### config.mk
export PLATFORM = sky130hd
export DESIGN_NAME = stat_flag_unit
export DESIGN_NICKNAME = d
export VERILOG_FILES = /design/src/rtl/stat_flag_pkg.sv /design/src/rtl/sf_add_eval.sv /design/src/rtl/sf_dec_eval.sv /design/src/rtl/sf_reg.sv /design/src/rtl/stat_flag_unit.sv
export SDC_FILE = /design/constraint.sdc
export NUM_CORES = 1
export LEC_CHECK = 0
export ABC_AREA = 1
export BUFFER_PORTS_ARGS = -buffer_cell sky130_fd_sc_hd__buf_4
export CAP_MARGIN = 20
export CELL_PAD_IN_SITES_DETAIL_PLACEMENT = 0
export CELL_PAD_IN_SITES_GLOBAL_PLACEMENT = 1
export CORE_ASPECT_RATIO = 1.2
export CORE_MARGIN = 2
export CORE_UTILIZATION = 29
export CTS_BUF_LIST = sky130_fd_sc_hd__clkbuf_4 sky130_fd_sc_hd__clkbuf_8
export DETAILED_ROUTE_END_ITERATION = 12
export PLACE_DENSITY = 0.83
export SYNTH_ARGS = -nofsm -noshare
export SYNTH_HDL_FRONTEND = slang
export SYNTH_SLANG_ARGS = --single-unit
### constraint.sdc
create_clock -name clk -period 1.45 [get_ports clk]
set_input_delay 0.29 -clock clk [delete_from_list [all_inputs] [get_ports clk]]
set_output_delay 0.29 -clock clk [all_outputs]
set_load 0.01 [all_outputs]
### src/rtl/stat_flag_pkg.sv
package stat_flag_pkg;

   typedef enum logic [1:0] {
      SF_ADD = 2'd0,
      SF_DEC = 2'd1,
      SF_CPL = 2'd2,
      SF_MOV = 2'd3
   } sf_op_e;

   // bit positions inside the status byte; downstream tests depend on them
   localparam int unsigned SF_C    = 0;
   localparam int unsigned SF_DC   = 1;
   localparam int unsigned SF_Z    = 2;
   localparam int unsigned SF_OV   = 3;
   localparam int unsigned SF_N    = 4;
   localparam int unsigned SF_USED = 5;

   typedef struct packed {
      logic n;
      logic ov;
      logic z;
      logic dc;
      logic c;
   } sf_flags_t;

endpackage

### src/rtl/sf_add_eval.sv
module sf_add_eval #(
   parameter int unsigned DATA_W  = 8,
   parameter int unsigned DIGIT_W = 4
) (
   input  logic [DATA_W-1:0] a,
   input  logic [DATA_W-1:0] b,
   input  logic [DATA_W-1:0] r,
   output logic              c,
   output logic              dc,
   output logic              ov
);
   localparam int unsigned MSB = DATA_W - 1;

   logic [DATA_W:0]  full_sum;
   logic [DIGIT_W:0] low_sum;

   always_comb begin
      full_sum = {1'b0, a} + {1'b0, b};
      low_sum  = {1'b0, a[DIGIT_W-1:0]} + {1'b0, b[DIGIT_W-1:0]};
      c        = full_sum[DATA_W];
      dc       = low_sum[DIGIT_W];
      ov       = (a[MSB] == b[MSB]) && (r[MSB] != a[MSB]);
   end
endmodule

### src/rtl/sf_dec_eval.sv
module sf_dec_eval #(
   parameter int unsigned DATA_W  = 8,
   parameter int unsigned DIGIT_W = 4
) (
   input  logic [DATA_W-1:0] a,
   input  logic [DATA_W-1:0] r,
   output logic              c,
   output logic              dc,
   output logic              ov
);
   localparam int unsigned MSB = DATA_W - 1;

   always_comb begin
      // set means "no borrow": the minuend (or its low digit) was nonzero
      c  = |a;
      dc = |a[DIGIT_W-1:0];
      // subtracting one: a negative operand turning non-negative
      ov = a[MSB] & ~r[MSB];
   end
endmodule

### src/rtl/sf_reg.sv
module sf_reg #(
   parameter int unsigned REG_W  = 8,
   parameter int unsigned USED_W = 5
) (
   input  logic              clk,
   input  logic              rst_n,
   input  logic              en,
   input  logic [USED_W-1:0] wmask,
   input  logic [USED_W-1:0] d,
   output logic [REG_W-1:0]  q
);
   for (genvar i = 0; i < REG_W; i++) begin : g_bit
      if (i < USED_W) begin : g_flop
         logic bit_q;
         always_ff @(posedge clk or negedge rst_n) begin
            if (!rst_n)
               bit_q <= 1'b0;
            else if (en && wmask[i])
               bit_q <= d[i];
         end
         assign q[i] = bit_q;
      end else begin : g_tie
         assign q[i] = 1'b0;
      end
   end
endmodule

### src/rtl/stat_flag_unit.sv
module stat_flag_unit
   import stat_flag_pkg::*;
#(
   parameter int unsigned DATA_W  = 8,
   parameter int unsigned DIGIT_W = 4,
   parameter int unsigned REG_W   = 8
) (
   input  logic              clk,
   input  logic              rst_n,
   input  logic              upd_en,
   input  logic [1:0]        op_class,
   input  logic [DATA_W-1:0] opnd_a,
   input  logic [DATA_W-1:0] opnd_b,
   input  logic [DATA_W-1:0] result,
   output logic [REG_W-1:0]  stat_q
);
   localparam int unsigned MSB = DATA_W - 1;

   if (DATA_W < 2) begin : g_bad_data
      $error("stat_flag_unit: DATA_W must be at least 2");
   end
   if (DIGIT_W < 1 || DIGIT_W >= DATA_W) begin : g_bad_digit
      $error("stat_flag_unit: DIGIT_W must lie in 1..DATA_W-1");
   end
   if (REG_W < SF_USED) begin : g_bad_reg
      $error("stat_flag_unit: REG_W too small for the flag set");
   end

   sf_op_e    op;
   logic      add_c, add_dc, add_ov;
   logic      dec_c, dec_dc, dec_ov;
   sf_flags_t nxt;
   sf_flags_t wmask;

   assign op = sf_op_e'(op_class);

   sf_add_eval #(.DATA_W(DATA_W), .DIGIT_W(DIGIT_W)) u_add (
      .a(opnd_a), .b(opnd_b), .r(result),
      .c(add_c), .dc(add_dc), .ov(add_ov)
   );

   sf_dec_eval #(.DATA_W(DATA_W), .DIGIT_W(DIGIT_W)) u_dec (
      .a(opnd_a), .r(result),
      .c(dec_c), .dc(dec_dc), .ov(dec_ov)
   );

   always_comb begin
      nxt.z  = ~|result;
      nxt.n  = result[MSB];
      nxt.c  = 1'b0;
      nxt.dc = 1'b0;
      nxt.ov = 1'b0;
      wmask  = '{n: 1'b1, ov: 1'b0, z: 1'b1, dc: 1'b0, c: 1'b0};
      unique case (op)
         SF_ADD: begin
            nxt.c = add_c; nxt.dc = add_dc; nxt.ov = add_ov;
            wmask = '1;
         end
         SF_DEC: begin
            nxt.c = dec_c; nxt.dc = dec_dc; nxt.ov = dec_ov;
            wmask = '1;
         end
         SF_CPL, SF_MOV: ;
         default: ;
      endcase
   end

   sf_reg #(.REG_W(REG_W), .USED_W(SF_USED)) u_reg (
      .clk(clk), .rst_n(rst_n), .en(upd_en),
      .wmask(wmask), .d(nxt), .q(stat_q)
   );
endmodule

Word-level counts from Yosys, hierarchy flattened
Cells that the tools add are included.
{"block": "word_totals", "input_bits": 29, "word_cells": 27, "regBits": 5}
{"block": "classes", "addsub": 2, "n_reduce_logical": 12, "bitwise_logic": 2, "muxes": 3, "n_eq_ne": 3}
{"op": "OR reduction 8 bit", "n": 2}
{"op": "adder 8 x 8 -> 9 bit", "n": 1}
{"op": "adder 4 x 4 -> 5 bit", "n": 1}
{"op": "logical AND 1 bit", "n": 5}
{"op": "2-to-1 mux 4 bit", "n": 1}
{"op": "one-hot mux 2 bit (2 select lines)", "n": 1}
{"op": "OR reduction 4 bit", "n": 1}
{"op": "== test 2 x 1 -> 1 bit, second input constant", "n": 1}
{"op": "zero test 2 bit", "n": 1}
{"op": "one-hot mux 1 bit (2 select lines)", "n": 1}
{"op": "OR reduction 2 bit", "n": 1}
{"op": "bitwise AND 1 bit", "n": 1}
{"op": "== test 1 bit", "n": 1}
{"op": "logical AND 1 bit, second input constant", "n": 1}
{"op": "zero test 1 bit", "n": 1}
{"op": "!= test 1 bit", "n": 1}
{"op": "inverter 1 bit", "n": 1}

Depth between registers and ports, before layout
Gate-level depths: netlist of the first run.
{"block": "depth", "ltp_word": 4, "mapped_depth": 7}

Cells and area by module
From an unflattened synthesis of the first run, not the netlist that was laid out.
{"block": "unflattened", "hier_cells": 96, "hier_area_um2": 596.8}
{"mod": "sf_reg", "cells_each": 35, "area_each_um2": 284.0, "n_inst": 1, "seq_area_each_um2": 125.1}
{"mod": "sf_add_eval", "cells_each": 25, "area_each_um2": 168.9, "n_inst": 1, "seq_area_each_um2": 0.0}
{"mod": "stat_flag_unit", "cells_each": 19, "area_each_um2": 77.6, "n_inst": 1, "seq_area_each_um2": 0.0}
{"mod": "sf_dec_eval", "cells_each": 17, "area_each_um2": 66.3, "n_inst": 1, "seq_area_each_um2": 0.0}

Worst setup path before layout of the first run
No wires, ideal clock.
{"block": "synth_timing", "path_type": "input to register", "startpoint": "input port opnd_a[7]", "endpoint": "register u_reg.g_bit[0].g_flop.bit_q", "stages": 5, "t_arrival_ns": 0.959, "slack_ns": 0.369, "path_cell_list": "ha_1 -> a21oi_1 -> a21oi_2 -> nor2_1 -> a21oi_1"}
{"block": "synth_between", "elab_chain_cells": 2, "word_cells_on_any_way": 3, "classes_between": "1 x add/sub; 1 x mux; 1 x reduce/logical"}
{"element": "start, declared", "line_no": "stat_flag_unit.sv:12", "source": "input logic [DATA_W-1:0] opnd_a,"}
{"element": "adder 8 x 8 -> 9 bit / OR reduction 8 bit (equally long branches)", "line_no": "sf_add_eval.sv:18, sf_dec_eval.sv:15"}
{"element": "one-hot mux 2 bit (2 select lines) *", "line_no": "stat_flag_unit.sv:54", "source": "unique case (op)"}
{"element": "end signal, assigned", "line_no": "sf_reg.sv:19", "source": "bit_q <= d[i];"}
{"element": "end, declared", "line_no": "sf_reg.sv:14", "source": "logic bit_q;"}
Every way passes the cells marked *; elsewhere a longest branch is shown, timed or not.
A chain may end at the register's enable or synchronous reset.

Worst setup path in the final report of the first run
{"block": "layout_timing", "startpoint": "register u_reg.g_bit[3].g_flop.bit_q", "endpoint": "output port stat_q[3]"}
{"element": "start, declared", "line_no": "sf_reg.sv:14"}
{"element": "start signal, assigned", "line_no": "sf_reg.sv:19"}
{"element": "end, declared", "line_no": "stat_flag_unit.sv:15", "source": "output logic [REG_W-1:0] stat_q"}
No word-level cell between the ends.

==> summary.txt, run 1 <==
Outcome
  • Status: finished, final reports clean

Synth
  • Cells after Synth: 76
  • Area contributors post-synth: dfrtp_1 24%, ha_1 19%, buf_4 11%, nand2_1 11%, nor2_1 11%
  • Synth cell types: 15
  • Post-synth top area cell: dfrtp_1
  • Top cell type's share of synthesized area: 23.6%
  • Mapped cell area: 529 um2
  • Synth Warn #: 0
  • Seq/Total Area, Yosys: 23.6%
  • Yosys reg bits: 5
  • Mean post-synth cell area: 6.96 um2

Cells and area
  • Most frequent cells in the layout: 33 x buf_4, 16 x nand2_1, 15 x nor2_1, 8 x ha_1, 7 x a21oi_1
  • Number of inserted diodes: 0
  • # nets final: 146
  • Post-layout instance area: 787 um2
  • Layout cell share with drive strength beyond 1: 38.9%
  • Largest reg by FF count: u_reg.g_bit.g_flop.bit_q
  • Regs by FF count: u_reg.g_bit.g_flop.bit_q x5
  • Max reg flops: 5
  • Commonest non-fill, non-tap cell in the layout: buf_4
  • Area growth, synth to finish: 48.7%

Routing
  • Total routed wirelength: 1.22 mm
  • DR WL met2: 623 um
  • Met1 wire length: 451 um
  • DR vias/cell: 4.38
  • Starting DRC count in detailed routing: 8
  • Via Count: 552
  • Met3 wire length: 106 um
  • Avg WL per Cell: 9.64 um
  • Initial DRT Pass Iterations: 4
  • Final ANT Viol Nets: 0
  • DR DRC count: 0
  • DR top layer: met4

Global route
  • GRT Util Overall: 13.4%
  • Largest net degree at the start of global routing: 7
  • Initial antenna violation count: 0
  • First-pass GRT wire length: 2.15 mm
  • Vias in the first global route: 575
  • GRT overflow: 0

Critical path
  • Crit-path cells: buf_4
  • Crit-path leading delay family: flip-flops
  • Worst path required time: 1.16 ns
  • Setup crit start: u_reg.g_bit[3].g_flop.bit_q
  • Critical Path Source Type: flop
  • Largest stage delay, worst path: 0.38 ns
  • Worst Path Arrival: 0.77 ns
  • Slowest cell on the critical path: dfrtp_1
  • Worst R2R End: u_reg.g_bit[3].g_flop.bit_q
  • FF-to-FF setup slack: 0.79 ns
  • CP Capture Type: output port
  • Reg-to-Reg Start: u_reg.g_bit[3].g_flop.bit_q
  • Worst reg2reg path depth: 2
  • Kind of critical path: reg2out
  • Max FO, Critical Path: 2
  • Buf/Inv on CP: 1

Place
  • GP Congestion: 0.700
  • Area after DPL: 747 um2
  • Detailed Place HPWL: 1.07 mm
  • Port bufs: 33

CTS
  • H-tree depth: 1
  • CTS clk-pin slew, worst paths: 0.05 ns
  • TritonCTS Buffers: 3
  • TritonCTS Sinks: 5
  • CTS tree: yes
  • Root buf cell: clkbuf_4
  • Post-CTS sizing: 0
  • CTS max path bufs: 2
  • Worst-Skew Late Latency: 0.25 ns

Run
  • Max cap viols: 0

Die
  • Starting Density: 31.5%
  • Die area: 2180 um2
  • Die Width: 43 um
  • # rows: 16
  • Total I/O pin count: 37
  • Core footprint: 1680 um2
  • Die Y: 50.8 um

Power and ir drop
  • Leakage: 0.433 nW
  • PwrDens: 671 nW/um2
  • Maximum vdd drop: 0.279 mV

Worst hold path
  • Hold Path Stages: 4
  • HP Class: in2reg
  • Hold Path Origin: result[4]
  • Hold EP: u_reg.g_bit[2].g_flop.bit_q

STA
  • Final Cycle Share: 73.3%
  • Final setup fails: 0
  • Final Hold Violating Endpoints: 0
  • RSZ-0062 raised after global routing: false
  • FMAX: 941 MHz
  • Final Skew: 0 ns
  • Final Max Slew Viols: 0
  • Crit path time final: 1.06 ns
  • TNS Setup: 0 ns
routing by layer:
layer	track usage, %	up-vias
li1	-	296
met1	13.0	232
met2	22.7	19
met3	5.40	5
met4	9.09	0
met5	0	-
kinds of logic (layout without fill, tap and decap cells):
group,after synthesis,after routing,share of synthesized area [%]
AOI/OAI and AO/OA,10,10,10.2
buffers and inverters,15,45,16.3
other,1,3,0.709
adders and majority gates,8,8,18.9
DFF,5,5,23.6
and+or+nand+nor,37,37,30.3
area by class of cell:
| type | instances | area [um2] |
|---|---|---|
| tap | 18 | 22.5 |
| multi-input combinational | 58 | 325 |
| inverter | 7 | 26.3 |
| fill | 194 | 895 |
| clock buffer | 4 | 30.0 |
| sequential | 5 | 125 |
| timing repair buffer | 34 | 258 |
metrics by stage:
| step | hold WS [ns] | instances | worst slack, ns | power [mW] | util [%] |
|---|---|---|---|---|---|
| 3_5_place_dp | 0.0972 | 121 | 0.185 | 0.345 | 44.4 |
| 5_1_grt | 0.333 | 126 | 0.349 | 0.573 | 46.8 |
| 4_1_cts | 0.317 | 126 | 0.385 | 0.537 | 46.8 |
| 2_1_floorplan | -0.00559 | 78 | 0.369 | 0.267 | - |
| 6_report | 0.319 | 126 | 0.387 | 0.528 | 46.8 |
| 3_3_place_gp | 0.0955 | 121 | 0.208 | 0.342 | 44.4 |
what timing repair did:
item | CTS | global route
setup buffers | 0 | 0
hold buffers | 1 | 0
hold endpoints to repair | 5 | 0
report_power, final:
| group | switching [mW] | total (mW) | internal [mW] |
|---|---|---|---|
| combinational | 0.0810 | 0.182 | 0.101 |
| sequential | 0.00692 | 0.161 | 0.154 |
| clock | 0.0623 | 0.185 | 0.123 |
| total | 0.150 | 0.528 | 0.378 |
cell usage after synthesis:
| library cell | count |
|---|---|
| dfrtp_1 | 5 |
| inv_1 | 5 |
| nor2_1 | 15 |
| a21oi_1 | 7 |
| conb_1 | 1 |
| nor2_4 | 1 |
| o21ai_0 | 2 |
| a21oi_2 | 1 |
| nand2_4 | 1 |
| ha_1 | 8 |
| nand3_1 | 3 |
| nand4_1 | 1 |
| nand2_1 | 16 |
| buf_4 | 8 |
| inv_2 | 2 |
worst max-delay path by stage:
| stage | end | cells past startpoint |
|---|---|---|
| floorplan | u_reg.g_bit[0].g_flop.bit_q | 5 |
| global placement | u_reg.g_bit[0].g_flop.bit_q | 6 |
| detailed placement | u_reg.g_bit[0].g_flop.bit_q | 6 |
| CTS | stat_q[3] | 1 |
| global route | u_reg.g_bit[0].g_flop.bit_q | 8 |
| finish | stat_q[3] | 1 |
(Power assumes the default switching activity.)
==> inputs of run 2 (changes only) <==
ABC_AREA = 0   (was 1)
CORE_UTILIZATION = 27   (was 29)
PLACE_DENSITY = 0.77   (was 0.83)
clock period = 1 ns   (was 1.45 ns; I/O delays follow)
==> run 2 against run 1 <==
Non-clock buffer count increased by 4. Routed wire length fell by 4.8%. Sequential share of layout area down 1.1 points. Global-route usage decreased by 1.5 points. Final cell count down 13%. Clock power increased by 39%. Hold slack worse by 0.15 ns. First-iteration DRC count shrank 38%. Die area down 0.20%. Sequential power grew 47%. Highest routed layer is now met3. Critical endpoint is now u_reg.g_bit[1].g_flop.bit_q. Combinational power grew 68%.
==> summary.txt, run 2 <==
Run
  • Max cap viols: 0

STA
  • Final Hold Violating Endpoints: 0
  • Final Skew: 0 ns
  • Final Max Slew Viols: 0
  • FMAX: 1020 MHz
  • RSZ-0062 raised after global routing: true
  • Post-route setup slack: 0.0233 ns
  • Crit path time final: 0.977 ns
  • Hold slack: 0.173 ns
  • Final setup fails: 0
  • TNS Setup: 0 ns
  • Final Cycle Share: 97.7%

Routing
  • Avg WL per Cell: 10.5 um
  • Via Count: 491
  • DR DRC count: 0
  • Starting DRC count in detailed routing: 5
  • DR vias/cell: 4.46
  • Initial DRT Pass Iterations: 2
  • Final ANT Viol Nets: 0
  • Met3 wire length: 58 um
  • DR top layer: met3
  • DR WL met2: 609 um
  • Total routed wirelength: 1.16 mm
  • Met1 wire length: 489 um

Place
  • GP Congestion: 0.745
  • Area after DPL: 757 um2
  • Port bufs: 33
  • Placed cell count: 105
  • DP Worst Slack: -0.267 ns
  • Detailed Place HPWL: 1.02 mm

Synth
  • Area contributors post-synth: dfrtp_1 25%, ha_1 20%, buf_4 12%, a21oi_1 5.1%, nor3_1 4.1%
  • Primary FF master, synth: dfrtp_1
  • Synth async-reset ratio: 100%
  • Synth cell types: 22
  • Mean post-synth cell area: 8.63 um2
  • Yosys reg bits: 5
  • Top cell type's share of synthesized area: 25.4%
  • Cells after Synth: 57
  • Seq/Total Area, Yosys: 25.4%
  • Post-synth top area cell: dfrtp_1
  • Number of flops mapped to enable cells by yosys: 0
  • Most frequent cells after synthesis: 8 x buf_4, 8 x ha_1, 5 x a21oi_1, 5 x dfrtp_1, 5 x nor2_1
  • Mapped cell area: 492 um2
  • Synth Warn #: 0

Critical path
  • Max FO, Critical Path: 2
  • CP Capture Type: flop
  • Critical Path Source Type: input pin
  • Worst reg2reg path depth: 1
  • Worst R2R End: u_reg.g_bit[4].g_flop.bit_q
  • Reg-to-Reg Start: u_reg.g_bit[4].g_flop.bit_q
  • Worst path required time: 1.16 ns
  • FF-to-FF setup slack: 0.23 ns
  • Worst Path Arrival: 1.14 ns
  • Critical Path End: u_reg.g_bit[1].g_flop.bit_q
  • Kind of critical path: in2reg
  • Setup crit start: opnd_a[2]

Global route
  • GRT overflow: 0
  • First-pass GRT wire length: 2.00 mm
  • Vias in the first global route: 501
  • Initial antenna violation count: 0
  • GRT Util Overall: 11.9%
  • Largest net degree at the start of global routing: 6

Power and ir drop
  • Leakage: 0.395 nW
  • Maximum vdd drop: 0.416 mV
  • PwrDens: 945 nW/um2
  • Total power: 800 uW

CTS
  • CTS clk-pin slew, worst paths: 0.04 ns
  • H-tree depth: 1
  • CTS max path bufs: 2
  • TritonCTS Buffers: 3
  • TritonCTS Sinks: 5
  • CTS tree: yes
  • Root buf cell: clkbuf_4
  • Worst-Skew Late Latency: 0.24 ns

Cells and area
  • Area growth, synth to finish: 72.3%
  • Commonest non-fill, non-tap cell in the layout: buf_4
  • Regs by FF count: u_reg.g_bit.g_flop.bit_q x5
  • Most frequent cells in the layout: 34 x buf_4, 5 x a21oi_1, 5 x nor2_1, 5 x ha_1, 5 x dfrtp_1
  • Fillers: 169
  • Post-layout instance area: 847 um2
  • Layout cell share with drive strength beyond 1: 55.4%
  • Number of inserted diodes: 0
  • # nets final: 130
  • Largest reg by FF count: u_reg.g_bit.g_flop.bit_q
  • Core Util, Final: 50.4%
  • Final cell count without fillers: 110
  • Max reg flops: 5

Outcome
  • Status: finished, final reports clean

Die
  • Core footprint: 1680 um2
  • # rows: 16
  • Die Width: 43.0 um
  • Starting Density: 29.2%
  • Die area: 2180 um2
  • Die Y: 50.8 um
  • Total I/O pin count: 37

Worst hold path
  • HP Class: in2reg
run 2: cell count changes after synthesis, sizes merged, moves of 3 or more:
cell   change
nand2     -14
nor2      -11
inv        -5
nor3       +4
a21oi      -3
nor4       +3
run 2: cells by family (layout without fill, tap and decap cells):
logic type      Yosys count  count (layout)  share of synthesized area, %
other cells               1               3                         0.763
buf+inv                  11              44                          14.8
compound gates           10              10                          12.7
fa+ha+maj                 8               8                          20.4
simple gates             21              21                          23.7
flops                     5               5                          25.4
mux                       1               1                          2.29
run 2: metal layers:
metal | track usage (%) | vias up
li1 | - | 267
met4 | 7.58 | 0
met1 | 14.9 | 208
met3 | 1.44 | 0
met2 | 18.9 | 16
met5 | 0 | -
run 2: where the power goes:
| part | leakage [nW] | internal [mW] | switching, mW |
|---|---|---|---|
| sequential | 0.0586 | 0.225 | 0.0116 |
| clock | 0.0184 | 0.178 | 0.0800 |
| combinational | 0.318 | 0.182 | 0.124 |
run 2: what timing repair did:
item	4_1_cts	5_1_grt
gates resized for setup	2	7
pin swaps	0	6
hold buffers	1	0
gates cloned	0	0
setup endpoints to repair	2	4
hold endpoints to repair	5	0
setup buffers	0	0
run 2: worst min path at each step:
stage / startpoint / end / slack (ns) / cells after the start
final: upd_en / u_reg.g_bit[2].g_flop.bit_q / 0.17 / 2
after global routing: upd_en / u_reg.g_bit[2].g_flop.bit_q / 0.17 / 2
after CTS: upd_en / u_reg.g_bit[2].g_flop.bit_q / 0.17 / 2
after detailed placement: rst_n / u_reg.g_bit[1].g_flop.bit_q / 0.005 / 1
after global placement: rst_n / u_reg.g_bit[1].g_flop.bit_q / 0.005 / 1
after floorplan: rst_n / u_reg.g_bit[0].g_flop.bit_q / -0.1 / 0
run 2: layout make-up:
class / instances / area [um2] / share of cell area [%]
Clock buffer: 4 / 30.0 / 3.55
Inverter: 2 / 7.51 / 0.886
Multi-Input combinational cell: 43 / 359 / 42.4
Sequential cell: 5 / 125 / 14.8
Tap cell: 18 / 22.5 / 2.66
Timing Repair Buffer: 38 / 303 / 35.7
run 2: worst max-delay path, cell delays in order:
cell,delay [ns]
buf_8,0.10
ha_4,0.26
nor3_4,0.04
nor4_4,0.29
a22oi_2,0.12
a21oi_1,0.12
==> inputs of run 3 (changes only) <==
ABC_AREA = 1   (was 0)
PLACE_DENSITY = 0.78   (was 0.77)
clock period = 1.1 ns   (was 1 ns; I/O delays follow)
==> run 3 against run 2 <==
Hold slack gained 0.079 ns. Register-to-register slack gained 0.22 ns. Flip-flop and latch count is the same. Count of clock-buffer cells in the layout is the same. Combinational power shrank 20%. Critical path type is now reg2out. Final cell count grew 17%. Largest power group unchanged. Highest routed layer unchanged. Setup slack gained 0.090 ns. Sequential share of layout area grew 0.81 points. Routed wire length grew 3.2%. Core utilization shrank 7.0 points.
==> summary.txt, run 3 (synthesis results as in run 1) <==
Outcome
  • Status: finished, final reports clean

STA
  • Post-route setup slack: 0.113 ns
  • Final Cycle Share: 89.7%
  • Hold slack: 0.252 ns
  • TNS Setup: 0 ns
  • Final Hold Violating Endpoints: 0
  • FMAX: 1010 MHz
  • Crit path time final: 0.987 ns
  • Final setup fails: 0
  • RSZ-0062 raised after global routing: false
  • Final Max Slew Viols: 0
  • Final Skew: 0 ns

Place
  • Detailed Place HPWL: 1.09 mm
  • Area after DPL: 763 um2
  • Placed cell count: 124
  • DP Worst Slack: -0.100 ns
  • Port bufs: 33
  • GP Congestion: 0.755

Cells and area
  • Post-layout instance area: 803 um2
  • Fillers: 208
  • Layout cell share with drive strength beyond 1: 40.0%
  • Regs by FF count: u_reg.g_bit.g_flop.bit_q x5
  • Max reg flops: 5
  • Largest reg by FF count: u_reg.g_bit.g_flop.bit_q
  • Number of inserted diodes: 0
  • Final cell count without fillers: 129
  • # nets final: 148
  • Most frequent cells in the layout: 35 x buf_4, 16 x nand2_1, 15 x nor2_1, 8 x ha_1, 7 x a21oi_1
  • Area growth, synth to finish: 51.8%
  • Core Util, Final: 43.4%
  • Commonest non-fill, non-tap cell in the layout: buf_4

Critical path
  • Crit-path cells: buf_4
  • CP Capture Type: output port
  • WP depth: 1
  • Critical Path Source Type: flop
  • Largest stage delay, worst path: 0.38 ns
  • Worst reg2reg path depth: 2
  • Buf/Inv on CP: 1
  • Worst path required time: 0.88 ns
  • Crit-path leading delay family: flip-flops
  • Worst Path Arrival: 0.77 ns
  • Slowest cell on the critical path: dfrtp_1
  • Kind of critical path: reg2out
  • Max FO, Critical Path: 2

Global route
  • GRT Util Overall: 12.4%
  • Initial antenna violation count: 0
  • First-pass GRT wire length: 2.20 mm
  • GRT overflow: 0
  • Vias in the first global route: 592
  • Largest net degree at the start of global routing: 7

Die
  • Die Y: 52.5 um
  • Die area: 2330 um2
  • Total I/O pin count: 37
  • Core footprint: 1850 um2
  • Die Width: 44.4 um
  • Starting Density: 28.6%
  • # rows: 17

Routing
  • Total routed wirelength: 1.19 mm
  • Final ANT Viol Nets: 0
  • Starting DRC count in detailed routing: 7
  • DR DRC count: 0
  • Initial DRT Pass Iterations: 4
  • Via Count: 560
  • DR vias/cell: 4.34
  • Avg WL per Cell: 9.26 um

Worst hold path
  • HP Class: in2reg
  • Hold Path Stages: 4

CTS
  • CTS max path bufs: 2
  • TritonCTS Buffers: 3
  • CTS tree: yes
  • H-tree depth: 1
  • CTS clk-pin slew, worst paths: 0.05 ns
  • Root buf cell: clkbuf_4
  • Worst-Skew Late Latency: 0.24 ns
  • TritonCTS Sinks: 5

Power and ir drop
  • Maximum vdd drop: 0.299 mV
  • PwrDens: 869 nW/um2
  • Leakage: 0.442 nW
  • Total power: 698 uW

Run
  • Max cap viols: 0
[run 3: changes by cell type in the layout (fill, tap and decap cells not counted), sizes merged, moves of 2 or more]
cell and delta:
a21oi +3, buf -2, inv +5, nand2 +14, nor2 +11, nor3 -4, nor4 -3
[run 3: where the power goes]
group          switching [mW]  leakage [nW]  internal, mW
sequential             0.0105        0.0589         0.203
combinational           0.109         0.365         0.138
clock                  0.0763        0.0184         0.162
total                   0.195         0.442         0.502
[run 3: final timing paths]
path	from	to	slack, ns
worst min-delay path	result[4]	u_reg.g_bit[2].g_flop.bit_q	0.25
worst max register to register	u_reg.g_bit[1].g_flop.bit_q	u_reg.g_bit[1].g_flop.bit_q	0.45
worst max-delay path	u_reg.g_bit[0].g_flop.bit_q	stat_q[0]	0.11
worst min register to register	u_reg.g_bit[2].g_flop.bit_q	u_reg.g_bit[2].g_flop.bit_q	0.50
max in group asynchronous	rst_n	u_reg.g_bit[2].g_flop.bit_q	0.66
min in group asynchronous	rst_n	u_reg.g_bit[3].g_flop.bit_q	0.33
[run 3: per-layer routing]
| layer | track usage [%] | vias up | share of wire, % |
|---|---|---|---|
| met4 | 3.03 | 0 | 0 |
| li1 | - | 303 | - |
| met5 | 0 | - | 0 |
| met3 | 3.45 | 0 | 6.7 |
| met1 | 13.9 | 239 | 41 |
| met2 | 22.5 | 18 | 52 |
[run 3: repair_timing]
action | CTS | global route
hold buffers | 1 | 0
buffers inserted | 0 | 0
endpoints found under the hold margin | 5 | 0
gates resized for setup | 0 | 0
[run 3: final cells by class]
type	count	area, um2	share of cell area [%]
multi-input combinational	58	325	40.5
timing repair buffer	36	273	34.0
clock buffer	4	30.0	3.74
inverter	7	26.3	3.27
sequential	5	125	15.6
tap	19	23.8	2.96
